[config.mk]
export PLATFORM = sky130hd
export DESIGN_NAME = pcseq_top
export DESIGN_NICKNAME = d
export VERILOG_FILES = /design/src/rtl/pcseq_pkg.sv /design/src/rtl/pcseq_next.sv /design/src/rtl/pcseq_reg.sv /design/src/rtl/pcseq_rom.sv /design/src/rtl/pcseq_top.sv
export SDC_FILE = /design/constraint.sdc
export NUM_CORES = 1
export LEC_CHECK = 0
export BUFFER_PORTS_ARGS = -buffer_cell sky130_fd_sc_hd__buf_2
export CORE_MARGIN = 2
export CORE_UTILIZATION = 49
export DETAILED_ROUTE_END_ITERATION = 7
export GPL_TIMING_DRIVEN = 0
export PLACE_DENSITY = 0.82
export SLEW_MARGIN = 25
export SYNTH_ARGS = -nofsm -noshare
export SYNTH_HDL_FRONTEND = slang
export SYNTH_SLANG_ARGS = --single-unit
[constraint.sdc]
create_clock -name clk -period 3.3 [get_ports clk]
set_input_delay 0.33 -clock clk [delete_from_list [all_inputs] [get_ports clk]]
set_output_delay 0.33 -clock clk [all_outputs]
set_load 0.02 [all_outputs]
[src/rtl/pcseq_pkg.sv]
package pcseq_pkg;

    localparam int XLEN     = 32;
    localparam int OFFS_W   = 16;
    localparam int TGT_W    = 26;
    localparam int STEP     = 4;

    typedef logic [XLEN-1:0] addr_t;

    // bit 1: jump, bit 0: branch; jump wins when both set
    typedef enum logic [1:0] {
        NPC_SEQ    = 2'b00,
        NPC_BRANCH = 2'b01,
        NPC_JUMP   = 2'b10,
        NPC_BOTH   = 2'b11
    } npc_sel_e;

    typedef struct packed {
        npc_sel_e           sel;
        logic               zero;
        logic [OFFS_W-1:0]  offs;
        logic [TGT_W-1:0]   tgt;
    } npc_req_t;

    function automatic addr_t offs_to_bytes(input logic [OFFS_W-1:0] o);
        return {{(XLEN-OFFS_W-2){o[OFFS_W-1]}}, o, 2'b00};
    endfunction

    function automatic addr_t jump_addr(input addr_t seq, input logic [TGT_W-1:0] t);
        return {seq[XLEN-1:TGT_W+2], t, 2'b00};
    endfunction

endpackage

[src/rtl/pcseq_next.sv]
module pcseq_next
    import pcseq_pkg::*;
(
    input  addr_t    pc,
    input  npc_req_t req,
    output addr_t    npc
);
    addr_t seq_a;
    addr_t br_a;
    addr_t jmp_a;
    addr_t after_br;

    always_comb begin
        seq_a = pc + addr_t'(STEP);
        br_a  = seq_a + offs_to_bytes(req.offs);
        jmp_a = jump_addr(seq_a, req.tgt);
        after_br = (req.sel[0] && req.zero) ? br_a : seq_a;
        npc      = req.sel[1] ? jmp_a : after_br;
    end
endmodule

[src/rtl/pcseq_reg.sv]
module pcseq_reg
    import pcseq_pkg::*;
(
    input  logic  clk,
    input  logic  rst,
    input  addr_t d,
    output addr_t q
);
    always_ff @(posedge clk) begin
        if (rst) q <= '0;
        else     q <= d;
    end


    pc_align_chk: assert property (@(posedge clk) disable iff (rst) q[1:0] == 2'b00);
endmodule

[src/rtl/pcseq_rom.sv]
module pcseq_rom #(
    parameter int ROM_WORDS = 16,
    parameter logic [31:0] ROM_IMAGE [ROM_WORDS] = '{default: 32'h0}
) (
    input  logic [29:0] word_idx,
    output logic [31:0] data
);
    localparam int IDX_W = (ROM_WORDS > 1) ? $clog2(ROM_WORDS) : 1;

    logic in_range;

    always_comb begin
        in_range = word_idx < 30'(ROM_WORDS);
        data     = in_range ? ROM_IMAGE[word_idx[IDX_W-1:0]] : 32'h0;
    end
endmodule

[src/rtl/pcseq_top.sv]
module pcseq_top
    import pcseq_pkg::*;
#(
    parameter int ROM_WORDS = 16,
    parameter logic [31:0] ROM_IMAGE [ROM_WORDS] = '{default: 32'h0}
) (
    input  logic        clk,
    input  logic        rst,
    input  logic [1:0]  sel_i,
    input  logic        zero_i,
    input  logic [15:0] imm_i,
    input  logic [25:0] tgt_i,
    output logic [31:0] pc_o,
    output logic [31:0] instr_o
);
    npc_req_t req;
    addr_t    pc_q;
    addr_t    pc_d;

    always_comb begin
        req.sel  = npc_sel_e'(sel_i);
        req.zero = zero_i;
        req.offs = imm_i;
        req.tgt  = tgt_i;
    end

    pcseq_next u_next (.pc(pc_q), .req(req), .npc(pc_d));
    pcseq_reg  u_reg  (.clk(clk), .rst(rst), .d(pc_d), .q(pc_q));
    pcseq_rom #(.ROM_WORDS(ROM_WORDS), .ROM_IMAGE(ROM_IMAGE))
        u_rom (.word_idx(pc_q[31:2]), .data(instr_o));

    assign pc_o = pc_q;


    reset_zero_chk: assert property (@(posedge clk) rst |=> pc_o == 32'h0);

    seq_step_chk: assert property (@(posedge clk) disable iff (rst)
        sel_i == 2'b00 |=> pc_o == $past(pc_o) + 32'd4);

    br_not_taken_chk: assert property (@(posedge clk) disable iff (rst)
        (sel_i == 2'b01 && !zero_i) |=> pc_o == $past(pc_o) + 32'd4);

    br_taken_chk: assert property (@(posedge clk) disable iff (rst)
        (sel_i == 2'b01 && zero_i) |=>
        pc_o == $past(pc_o) + 32'd4 + ($past({{14{imm_i[15]}}, imm_i, 2'b00})));

    jump_chk: assert property (@(posedge clk) disable iff (rst)
        sel_i[1] |=> pc_o[27:0] == {$past(tgt_i), 2'b00});

    jump_prio_chk: assert property (@(posedge clk) disable iff (rst)
        sel_i == 2'b11 |=> pc_o[27:0] == {$past(tgt_i), 2'b00});
endmodule

; ---- Word level (Yosys, flattened, before mapping)
; Memory sizes are Yosys's and may differ from the RTL's.
; Cells that the tools add are included.
[word_totals]
ff_bits = 32
romBits = 512
input_bits = 47
word_cells = 15
mem_count = 1
[classes]
addsub = 2
n_lt_le_gt_ge = 2
mux = 5
bitwise = 1
n_reduce_logical = 2
[memory_table]
columns = memory, depth, width, rd, rd_clocked_by_memory_dff, write_ports, line
row1 = (name not given), 16, 32, 1, 0, 0, pcseq_rom.sv:14  ; data = in_range ? ROM_IMAGE[word_idx[IDX_W-1:0]] : 32'h0;
[op_table]
columns = cell, n
row1 = $mux 32, 5
row2 = $add 32x3->32 const B, 1
row3 = $add 32x32->32, 1
row4 = $lt 30x5->1 const B, 1
row5 = $ge 5x5->1 const B, 1
row6 = $not 4->5, 1
row7 = $reduce_or 2->1, 1
row8 = $logic_and 1x1->1, 1

; ---- Depth between registers and ports, before layout
; Gate-level depths: netlist (run 1).
[logic_depth]
word_depth = 5
depth_mapped = 14
mapped_depth_nobuf = 13

; ---- Modules after synthesis
; A second synthesis (run 1) with hierarchy kept.
[hier_totals]
cells_unflattened = 521
hier_area_um2 = 3941.3
[modules_own_cells]
columns = module, instances, cells_each, area_each_um2, seq_area_each_um2
row1 = pcseq_next, 1, 421, 2834.0, 0.0
row2 = pcseq_reg, 1, 67, 863.3, 640.6
row3 = pcseq_rom, 1, 33, 244.0, 0.0

; ---- Worst setup path after synthesis (run 1)
; No wires, ideal clock.
[synth_timing]
path_type = register to register
startpoint = register u_reg.q[8]
endpoint = register u_reg.q[29]
arrival_ps = 3309
required_ps = 3179
path_slack_ps = -130
path_stages_with_launch = 15
n_path_buf = 1
period_less_slack_ps = 3430
path_cell_list = dfxtp_1 > nand4_1 > nor3_4 > nand3_1 > nor2_1 > xor2_1 > ha_1 > clkbuf_1 > a21o_1 > a21oi_1 > a21oi_1 > o41ai_2 > or4b_1 > o22ai_1 > o31ai_1
[synth_via]
elab_chain_cells = 4
[synth_rtl]
columns = item, line
row1 = "start, declared", pcseq_reg.sv:7  ; output addr_t q
row2 = "start signal, assigned", pcseq_reg.sv:10  ; if (rst) q <= '0;
row3 = "start signal, assigned", pcseq_reg.sv:11  ; else q <= d;
row4 = $add 32x3->32 *, pcseq_next.sv:14  ; seq_a = pc + addr_t'(STEP);
row5 = $add 32x32->32, pcseq_next.sv:15  ; br_a = seq_a + offs_to_bytes(req.offs);
row6 = $mux 32, pcseq_next.sv:17  ; after_br = (req.sel[0] && req.zero) ? br_a : seq_a;
row7 = $mux 32 *, pcseq_next.sv:18  ; npc = req.sel[1] ? jmp_a : after_br;
; Every way passes the cells marked *; elsewhere a longest branch is shown, timed or not.
; A chain may end at the register's enable or synchronous reset.

; ---- Final worst setup path (run 1)
[layout_timing]
startpoint = register u_reg.q[11]
endpoint = register u_reg.q[31]
; The elaborated chain is that of the path after synthesis.

==> flow_metrics.env, run 1 <==
export IMPL_fin_ws_ns=-0.117
export IMPL_antenna_found_initial=0
export IMPL_synthTopCellsByArea="dfxtp_1 15%, ha_1 12%, xnor2_1 7.2%"
export IMPL_postRouteWirelength_um=14900
export IMPL_power_switching_mw=0.727
export IMPL_clkTransAtPathRegs_ns=0.07
export IMPL_drc=2
export IMPL_rsz0062_at_grt="true"
export IMPL_grt_overflow=0
export IMPL_fin_crit_ns=3.42
export IMPL_cts_tree="done"
export IMPL_pin_count=111
export IMPL_fin_crit_sh_pct=104
export IMPL_largest_reg_flops=30
export IMPL_htree_levels=2
export IMPL_endpoint_kind="flop"
export IMPL_setup_viol=3
export IMPL_area_growth_pct=42.9
export IMPL_core_area_mm2=0.00773
export IMPL_ant_nets=0
export IMPL_clockBufferDepth=2
export IMPL_synth_edf_count=0
export IMPL_largest_register="u_reg.q"
export IMPL_fin_cells=787
export IMPL_switching_share_pct=42.3
export IMPL_violations="design-rule violations, negative setup slack"
export IMPL_postCtsHoldBufs=0
export IMPL_relSlewSlack_pct=56.8
export IMPL_maxCapViolCount=0
export IMPL_dp_slack_ns=-0.492
export IMPL_yosysMostFrequentCell="nand2_1"
export IMPL_gp_congestion=0.977
export IMPL_cp_max_fo=6
export IMPL_grt_start_max_net_pins=24
export IMPL_syn_area_mm2=0.00389
export IMPL_synthTopCellsByCount="57 x nand2_1, 51 x nor2_1, 41 x a21oi_1"
export IMPL_synth_distinct_cells=67
export IMPL_drt_pass1_iter_count=8
export IMPL_drive_gt1_share_pct=39.4
export IMPL_arrival_ns=3.60
export IMPL_clk_latency_ns=0.29
export IMPL_cts_sinks=30
export IMPL_max_freq_mhz=293
export IMPL_dieArea_mm2=0.00868
export IMPL_grt_pass1_vias=4340
export IMPL_cts_root_buf="clkbuf_8"
export IMPL_fp_dieW_um=93.1
export IMPL_ys_seq_elements=30
export IMPL_syn_mean_instance_area_um2=7.33
export IMPL_seqPwrFrac_pct=25.5
export IMPL_dieHeight_um=93.1
export IMPL_worstMarginPinSlew_ns=0.648
export IMPL_diodes=0
export IMPL_synth_top_area_share_pct=15.4
export IMPL_worstSetupStartpointType="flop"
export IMPL_internal_power_mw=0.990
export IMPL_power_leakage_nw=2.58
export IMPL_drt_iter0_drc=632
export IMPL_critical_path_class="flop to flop"
export IMPL_synth_main_ff_cell="dfxtp_1"
export IMPL_min_path_type="input port to flop"
export IMPL_dp_hpwl_um=10000
export IMPL_power_density_mw_per_mm2=308
export IMPL_synthCells=531
export IMPL_vias_per_cell=6.20
export IMPL_ys_warn_count=0
export IMPL_fin_worst_skew_ns=0.00966
export IMPL_hold_viol_final=0
export IMPL_nets=769
export IMPL_routed_via_count=4881
export IMPL_outcome="finished, violations left"
export IMPL_synth_async_sr_flop_share_pct=0
export IMPL_reg_top3="u_reg.q (30)"
export IMPL_yosysTopAreaCell="dfxtp_1"
export IMPL_io_buffers=76
export IMPL_combinationalPowerShare_pct=53.0
export IMPL_wl_per_cell_um=19.0
export IMPL_rows=32
export IMPL_ys_seq_area_share_pct=15.4
export IMPL_peakVddDrop_mv=0.201
export IMPL_dp_cells=742
export IMPL_track_usage_pct=31.5
export IMPL_slew_viol_final=0
export IMPL_required_ns=3.48
export IMPL_cts_buffers_inserted=5
export IMPL_clkPwrFrac_pct=21.5
export IMPL_grt_first_pass_wirelength_um=21800
export IMPL_start_util_pct=50.4
==> critical path, cell delays in order, from the launching register on <==
cell and delay [ns]:
dfxtp_4 0.35, nand4_1 0.19, nor3_4 0.22, buf_4 0.18, nand3_4 0.15, nor3_2 0.16, xor2_1 0.33, buf_4 0.20
ha_1 0.25, a21oi_1 0.09, nor2b_2 0.17, o21ai_2 0.10, buf_4 0.14, o2111a_1 0.16, a211oi_4 0.31, mux2_4 0.33
==> cells by family after synthesis <==
| family | count (synthesis) | share of synthesized area (%) |
|---|---|---|
| AND/OR/NAND/NOR | 183 | 22.8 |
| AO/OA/AOI/OAI | 154 | 27.4 |
| buffers and inverters | 77 | 10.9 |
| XOR/XNOR | 44 | 9.90 |
| adder cells (fa/ha/maj) | 38 | 12.4 |
| flip-flops | 30 | 15.4 |
| multiplexers | 4 | 1.09 |
| other | 1 | 0.0963 |
==> final cells by class <==
type                            instances  area, um2
Multi-Input combinational cell        457       3570
Fill cell                             536       2160
Timing Repair Buffer                  117        697
Sequential cell                        30        644
Buffer                                 50        335
Tap cell                              102        128
Inverter                               23       86.3
Clock buffer                            5       68.8
Clock inverter                          3       40.0
==> placed cells by master (no fill, tap or decap), types with 10 or more instances in the layout <==
cell / synthesis / routed
buf_2: 2 / 77
clkbuf_1: 15 / 12
a21oi_1: 41 / 35
nand4_1: 11 / 11
xnor2_2: 0 / 11
dfxtp_1: 30 / 13
a21o_1: 10 / 10
a211oi_1: 12 / 11
inv_1: 22 / 22
ha_1: 37 / 24
xnor2_1: 32 / 19
conb_1: 1 / 34
o21ai_0: 29 / 22
nand3_1: 17 / 15
buf_4: 35 / 74
nor2_1: 51 / 40
nand2_1: 57 / 57
==> per-stage QoR <==
stage | power [mW] | area [um2] | utilization [%] | hold WS (ns) | TNS [ns]
floorplan | 0.960 | 4020 | - | 0.468 | -0.0110
global placement | 1.13 | 4530 | 58.6 | 0.574 | -2.28
detailed placement | 1.15 | 4530 | 58.6 | 0.571 | -3.27
CTS | 1.60 | 5230 | 67.7 | 0.286 | -0.102
global route | 1.79 | 5570 | 72.0 | 0.289 | -0.651
finish | 1.72 | 5570 | 72.0 | 0.282 | -0.141
==> layer usage <==
layer | part of all wire (%) | wire length, um | track usage [%]
met1 | 39 | 5780 | 41.1
met5 | 0 | 0 | 0
met2 | 46 | 6820 | 52.9
met4 | 4.9 | 726 | 11.8
met3 | 11 | 1600 | 4.35
==> timing repair <==
item,CTS,global route
setup endpoints to repair,15,21
buffers inserted,28,13
pin swaps,30,23
cloned,0,0
gates resized for setup,81,60
==> path summary, 6_finish.rpt <==
check / start / endpoint / slack (ns) / depth (start not counted)
setup / recovery: u_reg.q[11]$_SDFF_PP0_ / u_reg.q[31]$_SDFF_PP0_ / -0.12 / 15
hold / removal: tgt_i[5] / u_reg.q[7]$_SDFF_PP0_ / 0.28 / 2
setup reg to reg: u_reg.q[11]$_SDFF_PP0_ / u_reg.q[31]$_SDFF_PP0_ / -0.12 / 15
hold reg to reg: u_reg.q[31]$_SDFF_PP0_ / u_reg.q[31]$_SDFF_PP0_ / 0.70 / 3
==> power groups by stage <==
stage          registers, mW  clock network (mW)  logic [mW]
3_5_place_dp           0.435                   0       0.718
6_report               0.437               0.369       0.910
5_1_grt                0.440               0.377       0.969
3_3_place_gp           0.432                   0       0.700
2_1_floorplan          0.467                   0       0.494
4_1_cts                0.429               0.359       0.813
No activity file was read; power rests on OpenSTA's default activity.
==> run 2: changes to the inputs <==
--- a/config.mk
+++ b/config.mk
@@ -7,10 +7,11 @@
 export LEC_CHECK = 0
 export BUFFER_PORTS_ARGS = -buffer_cell sky130_fd_sc_hd__buf_2
 export CORE_MARGIN = 2
-export CORE_UTILIZATION = 49
+export CORE_UTILIZATION = 40
 export DETAILED_ROUTE_END_ITERATION = 7
+export GPL_ROUTABILITY_DRIVEN = 1
 export GPL_TIMING_DRIVEN = 0
-export PLACE_DENSITY = 0.82
+export PLACE_DENSITY = 0.7
 export SLEW_MARGIN = 25
 export SYNTH_ARGS = -nofsm -noshare
 export SYNTH_HDL_FRONTEND = slang
==> run 2 against run 1 <==
The run still ends with design-rule violations, negative setup slack left. Final cell count increased by 5.8%. Via count decreased by 4.1%. Critical path depth unchanged. Combinational power increased by 3.3%. Sequential power decreased by 0.9%. Wire length decreased by 2.2%.
==> flow_metrics.env, run 2 (synthesized netlist as in run 1, its figures left out) <==
export IMPL_min_path_type="input port to flop"
export IMPL_drc=1
export IMPL_antenna_found_initial=0
export IMPL_dp_hpwl_um=10100
export IMPL_setup_viol=2
export IMPL_worstSetupStartpointType="flop"
export IMPL_postRouteWirelength_um=14600
export IMPL_clk_latency_ns=0.28
export IMPL_endpoint_kind="flop"
export IMPL_wl_per_cell_um=17.5
export IMPL_hold_viol_final=0
export IMPL_violations="design-rule violations, negative setup slack"
export IMPL_relSlewSlack_pct=52.9
export IMPL_nFillCells=848
export IMPL_required_ns=3.45
export IMPL_rows=36
export IMPL_clkTransAtPathRegs_ns=0.07
export IMPL_gp_congestion=1.00
export IMPL_design_area_mm2=0.00582
export IMPL_arrival_ns=3.52
export IMPL_vias_per_cell=5.62
export IMPL_dp_slack_ns=-0.488
export IMPL_fin_tns_setup_ns=-0.150
export IMPL_grt_overflow=0
export IMPL_outcome="finished, violations left"
export IMPL_worstMarginPinSlew_ns=0.707
export IMPL_drt_pass1_iter_count=8
export IMPL_cts_tree="done"
export IMPL_critical_path_class="flop to flop"
export IMPL_fin_worst_skew_ns=0.00796
export IMPL_power_leakage_nw=2.65
export IMPL_diodes=0
export IMPL_track_usage_pct=25.4
export IMPL_io_buffers=76
export IMPL_grt_first_pass_wirelength_um=20900
export IMPL_area_growth_pct=49.6
export IMPL_fp_dieW_um=103
export IMPL_cts_buffers_inserted=5
export IMPL_dieArea_mm2=0.0105
export IMPL_grt_pass1_vias=4239
export IMPL_nets=784
export IMPL_grt_start_max_net_pins=24
export IMPL_largest_reg_flops=30
export IMPL_mostFrequentLayoutCell="buf_4"
export IMPL_routed_via_count=4681
export IMPL_dieHeight_um=103
export IMPL_start_util_pct=40.6
export IMPL_pin_count=111
export IMPL_largest_register="u_reg.q"
export IMPL_cts_root_buf="clkbuf_8"
export IMPL_slew_viol_final=0
export IMPL_core_area_mm2=0.00959
export IMPL_fin_ws_ns=-0.0760
export IMPL_drive_gt1_share_pct=42.1
export IMPL_fin_crit_sh_pct=102
export IMPL_fin_util_pct=60.7
export IMPL_cp_max_fo=6
export IMPL_max_freq_mhz=296
export IMPL_peakVddDrop_mv=0.166
export IMPL_cts_sinks=30
export IMPL_reg_top3="u_reg.q (30)"
export IMPL_maxCapViolCount=0
export IMPL_mostFrequentLayoutCells="88 x buf_4, 76 x buf_2, 55 x nand2_1"
export IMPL_drt_iter0_drc=482
export IMPL_power_density_mw_per_mm2=287
export IMPL_ant_nets=0
export IMPL_htree_levels=2
export IMPL_post_dp_cell_area_mm2=0.00457
export IMPL_clockBufferDepth=2
export IMPL_fin_crit_ns=3.38
export IMPL_rsz0062_at_grt="true"
[run 2: cell types whose count changed in the layout (fill, tap and decap cells not counted), moves of 3 or more]
cell and delta:
buf_4 +14, dfxtp_2 +4, dfxtp_4 -4, ha_1 -4
nor2_2 -3, nor2_4 +3, o21ai_1 +3, o21ai_2 -4
xor2_2 +3
[run 2: routing by layer]
layer  share of wire [%]  GRT usage, %
met1                  41          33.9
met2                  48          41.9
met3                 8.2          3.05
met4                 3.0          9.64
met5                   0             0
[run 2: through the flow]
| step | hold WS (ns) | std cells | power (mW) |
|---|---|---|---|
| after floorplan | 0.468 | 564 | 0.960 |
| after global placement | 0.566 | 773 | 1.14 |
| after detailed placement | 0.568 | 773 | 1.15 |
| after CTS | 0.276 | 820 | 1.56 |
| after global routing | 0.289 | 833 | 1.76 |
| final | 0.280 | 833 | 1.67 |
[run 2: critical path, cell delays in order, from the launching register on]
cell and delay, ns:
dfxtp_4 0.35, and4_4 0.24, and3_4 0.23, and4_4 0.26
xor2_4 0.20, ha_4 0.23, buf_6 0.13, buf_4 0.13
nand4_1 0.09, buf_4 0.14, nor2_1 0.05, a21boi_1 0.15
o21a_1 0.26, or4b_1 0.51, o22ai_2 0.17, o31ai_2 0.10
[run 2: final cells by class]
type	instances	area (um2)	area share, %
Inverter	23	86.3	1.48
Multi-Input combinational cell	457	3680	63.3
Sequential cell	30	634	10.9
Timing Repair Buffer	132	830	14.2
Clock inverter	1	5.00	0.0859
Buffer	50	332	5.69
Tap cell	133	166	2.86
Clock buffer	7	86.3	1.48
[run 2: timing repair]
item / CTS / global route
hold buffers: 0 / 0
cloned: 0 / 0
setup endpoints to repair: 14 / 16
buffers inserted: 43 / 14
gates resized for setup: 94 / 61
pin swaps: 43 / 37
[run 2: path summary, 6_finish.rpt]
path | start | end | slack (ns) | cells past startpoint
worst max-delay path | u_reg.q[4]$_SDFF_PP0_ | u_reg.q[29]$_SDFF_PP0_ | -0.08 | 15
worst min register to register | u_reg.q[2]$_SDFF_PP0_ | u_reg.q[2]$_SDFF_PP0_ | 0.70 | 3
worst min-delay path | tgt_i[2] | u_reg.q[4]$_SDFF_PP0_ | 0.28 | 3
worst max register to register | u_reg.q[4]$_SDFF_PP0_ | u_reg.q[29]$_SDFF_PP0_ | -0.08 | 15
[run 2: power breakdown]
| group | internal (mW) | total (mW) | switching (mW) | leakage (nW) |
|---|---|---|---|---|
| Combinational | 0.396 | 0.940 | 0.544 | 2.34 |
| Clock | 0.168 | 0.299 | 0.131 | 0.0482 |
| Sequential | 0.395 | 0.433 | 0.0375 | 0.255 |
| Total | 0.959 | 1.67 | 0.713 | 2.65 |
==> run 3: changes to the inputs <==
--- a/config.mk
+++ b/config.mk
@@ -11,7 +11,7 @@
 export DETAILED_ROUTE_END_ITERATION = 7
 export GPL_ROUTABILITY_DRIVEN = 1
 export GPL_TIMING_DRIVEN = 0
-export PLACE_DENSITY = 0.7
+export PLACE_DENSITY_LB_ADDON = 0.3
 export SLEW_MARGIN = 25
 export SYNTH_ARGS = -nofsm -noshare
 export SYNTH_HDL_FRONTEND = slang
==> run 3 against run 2 <==
Register-to-register slack about the same. Critical endpoint is now u_reg.q[31]$_SDFF_PP0_. Clock skew down 0.0029 ns. Global-route usage shrank 0.18 points. Critical path type unchanged. The run ends with negative setup slack left. Non-clock buffer count is 17 lower. Count of clock-buffer cells in the layout rose by 1. Via count decreased by 2.6%.
==> flow_metrics.env, run 3 (synthesized netlist as in run 1, its figures left out) <==
export IMPL_min_path_type="input port to flop"
export IMPL_setup_viol=1
export IMPL_gp_congestion=1.02
export IMPL_multi_input_area_mm2=0.00363
export IMPL_crit_start="u_reg.q[11]$_SDFF_PP0_"
export IMPL_clockBufferDepth=2
export IMPL_rsz0062_at_grt="true"
export IMPL_switching_share_pct=42.0
export IMPL_fp_dieW_um=103
export IMPL_cts_sinks=30
export IMPL_peakVddDrop_mv=0.162
export IMPL_fin_worst_skew_ns=0.00509
export IMPL_grt_first_pass_wirelength_um=20800
export IMPL_fin_crit_ns=3.36
export IMPL_violations="negative setup slack"
export IMPL_largest_register="u_reg.q"
export IMPL_grt_overflow=0
export IMPL_rows=36
export IMPL_area_growth_pct=44.9
export IMPL_regArea_um2=634
export IMPL_ant_nets=0
export IMPL_io_buffers=76
export IMPL_grt_pass1_vias=4165
export IMPL_cp_max_fo=4
export IMPL_worstSetupStartpointType="flop"
export IMPL_nets=767
export IMPL_track_usage_pct=25.2
export IMPL_mostFrequentLayoutCell="buf_2"
export IMPL_worstMarginPinSlew_ns=0.732
export IMPL_power_leakage_nw=2.56
export IMPL_fin_ws_ns=-0.0621
export IMPL_power_density_mw_per_mm2=300
export IMPL_hold_viol_final=0
export IMPL_slew_viol_final=0
export IMPL_critical_path_class="flop to flop"
export IMPL_internal_power_mw=0.981
export IMPL_routed_via_count=4559
export IMPL_dieHeight_um=103
export IMPL_p_total_mw=1.69
export IMPL_relSlewSlack_pct=51.2
export IMPL_drt_pass1_iter_count=5
export IMPL_required_ns=3.48
export IMPL_nFillCells=841
export IMPL_power_switching_mw=0.710
export IMPL_outcome="finished, violations left"
export IMPL_hold_path_startpoint="tgt_i[3]"
export IMPL_antenna_found_initial=0
export IMPL_combinationalPowerShare_pct=53.1
export IMPL_endpoint_kind="flop"
export IMPL_arrival_ns=3.54
export IMPL_max_freq_mhz=297
export IMPL_pin_count=111
export IMPL_seqPwrFrac_pct=25.7
export IMPL_cts_tree="done"
export IMPL_dieArea_mm2=0.0105
export IMPL_fin_crit_sh_pct=102
export IMPL_start_util_pct=40.6
export IMPL_clkPwrFrac_pct=21.2
export IMPL_wl_per_cell_um=17.2
export IMPL_diodes=0
export IMPL_mostFrequentLayoutCells="76 x buf_2, 73 x buf_4, 56 x nand2_1"
export IMPL_dp_hpwl_um=10100
export IMPL_core_area_mm2=0.00959
export IMPL_drive_gt1_share_pct=39.2
export IMPL_maxCapViolCount=0
export IMPL_vias_per_cell=5.59
export IMPL_r2r_start="u_reg.q[11]$_SDFF_PP0_"
export IMPL_cts_root_buf="clkbuf_8"
export IMPL_largest_reg_flops=30
export IMPL_clk_latency_ns=0.29
export IMPL_drt_iter0_drc=299
export IMPL_htree_levels=2
export IMPL_clkTransAtPathRegs_ns=0.07
export IMPL_drc=0
export IMPL_grt_start_max_net_pins=24
export IMPL_reg_top3="u_reg.q (30)"
export IMPL_fin_util_pct=58.8
export IMPL_postRouteWirelength_um=14000
export IMPL_cts_buffers_inserted=5
==> run 3: worst paths after layout <==
check,slack [ns],endpoint,cells after the start
setup / recovery,-0.06,u_reg.q[31]$_SDFF_PP0_,14
setup reg to reg,-0.06,u_reg.q[31]$_SDFF_PP0_,14
hold reg to reg,0.69,u_reg.q[12]$_SDFF_PP0_,3
hold / removal,0.27,u_reg.q[5]$_SDFF_PP0_,2
==> run 3: layout make-up <==
cell class / instances / share of cell area (%)
Buffer: 50 / 5.92
Clock buffer: 8 / 1.95
Inverter: 23 / 1.53
Multi-Input combinational cell: 457 / 64.4
Sequential cell: 30 / 11.2
Tap cell: 133 / 2.95
Timing Repair Buffer: 115 / 12.0
==> run 3: critical path, cell delays in order (launching register included) <==
cell and delay [ns]:
dfxtp_4 0.36, nand4_1 0.19, nor3_4 0.20, buf_6 0.15, nand3_4 0.11, nor2_2 0.18, xor2_2 0.23, ha_1 0.30
a21o_1 0.20, a211o_1 0.30, a41oi_2 0.21, or2_4 0.18, nor3_2 0.05, a211oi_4 0.25, mux2_4 0.33
==> run 3: power by group through the flow <==
stage | sequential (mW) | clock (mW) | combinational, mW
2_1_floorplan | 0.467 | 0 | 0.494
3_3_place_gp | 0.435 | 0 | 0.706
3_5_place_dp | 0.437 | 0 | 0.715
4_1_cts | 0.427 | 0.352 | 0.804
5_1_grt | 0.438 | 0.368 | 0.967
6_report | 0.434 | 0.359 | 0.899
==> run 3: timing repair <==
action,CTS,global route
hold buffers,0,0
setup endpoints to repair,15,16
resized for setup,84,60
setup buffers,23,18
pin swaps,30,31
endpoints found under the hold margin,0,0
==> run 3: through the flow <==
stage | TNS [ns] | hold WS (ns) | cells | area [um2] | setup slack [ns]
after floorplan | -0.0110 | 0.468 | 564 | 4020 | -0.0110
after global placement | -3.04 | 0.561 | 773 | 4570 | -0.451
after detailed placement | -3.42 | 0.562 | 773 | 4570 | -0.475
after CTS | -0.131 | 0.273 | 801 | 5220 | -0.0537
after global routing | -0.771 | 0.284 | 816 | 5640 | -0.168
final | -0.0621 | 0.272 | 816 | 5640 | -0.0621
==> run 3: layer usage <==
metal,track usage [%],wire (um),vias to the layer above
met3,3.86,1010,34
met4,10.1,356,0
met2,41.1,6600,210
met5,0,0,-
li1,-,-,2161
met1,33.5,6050,2154
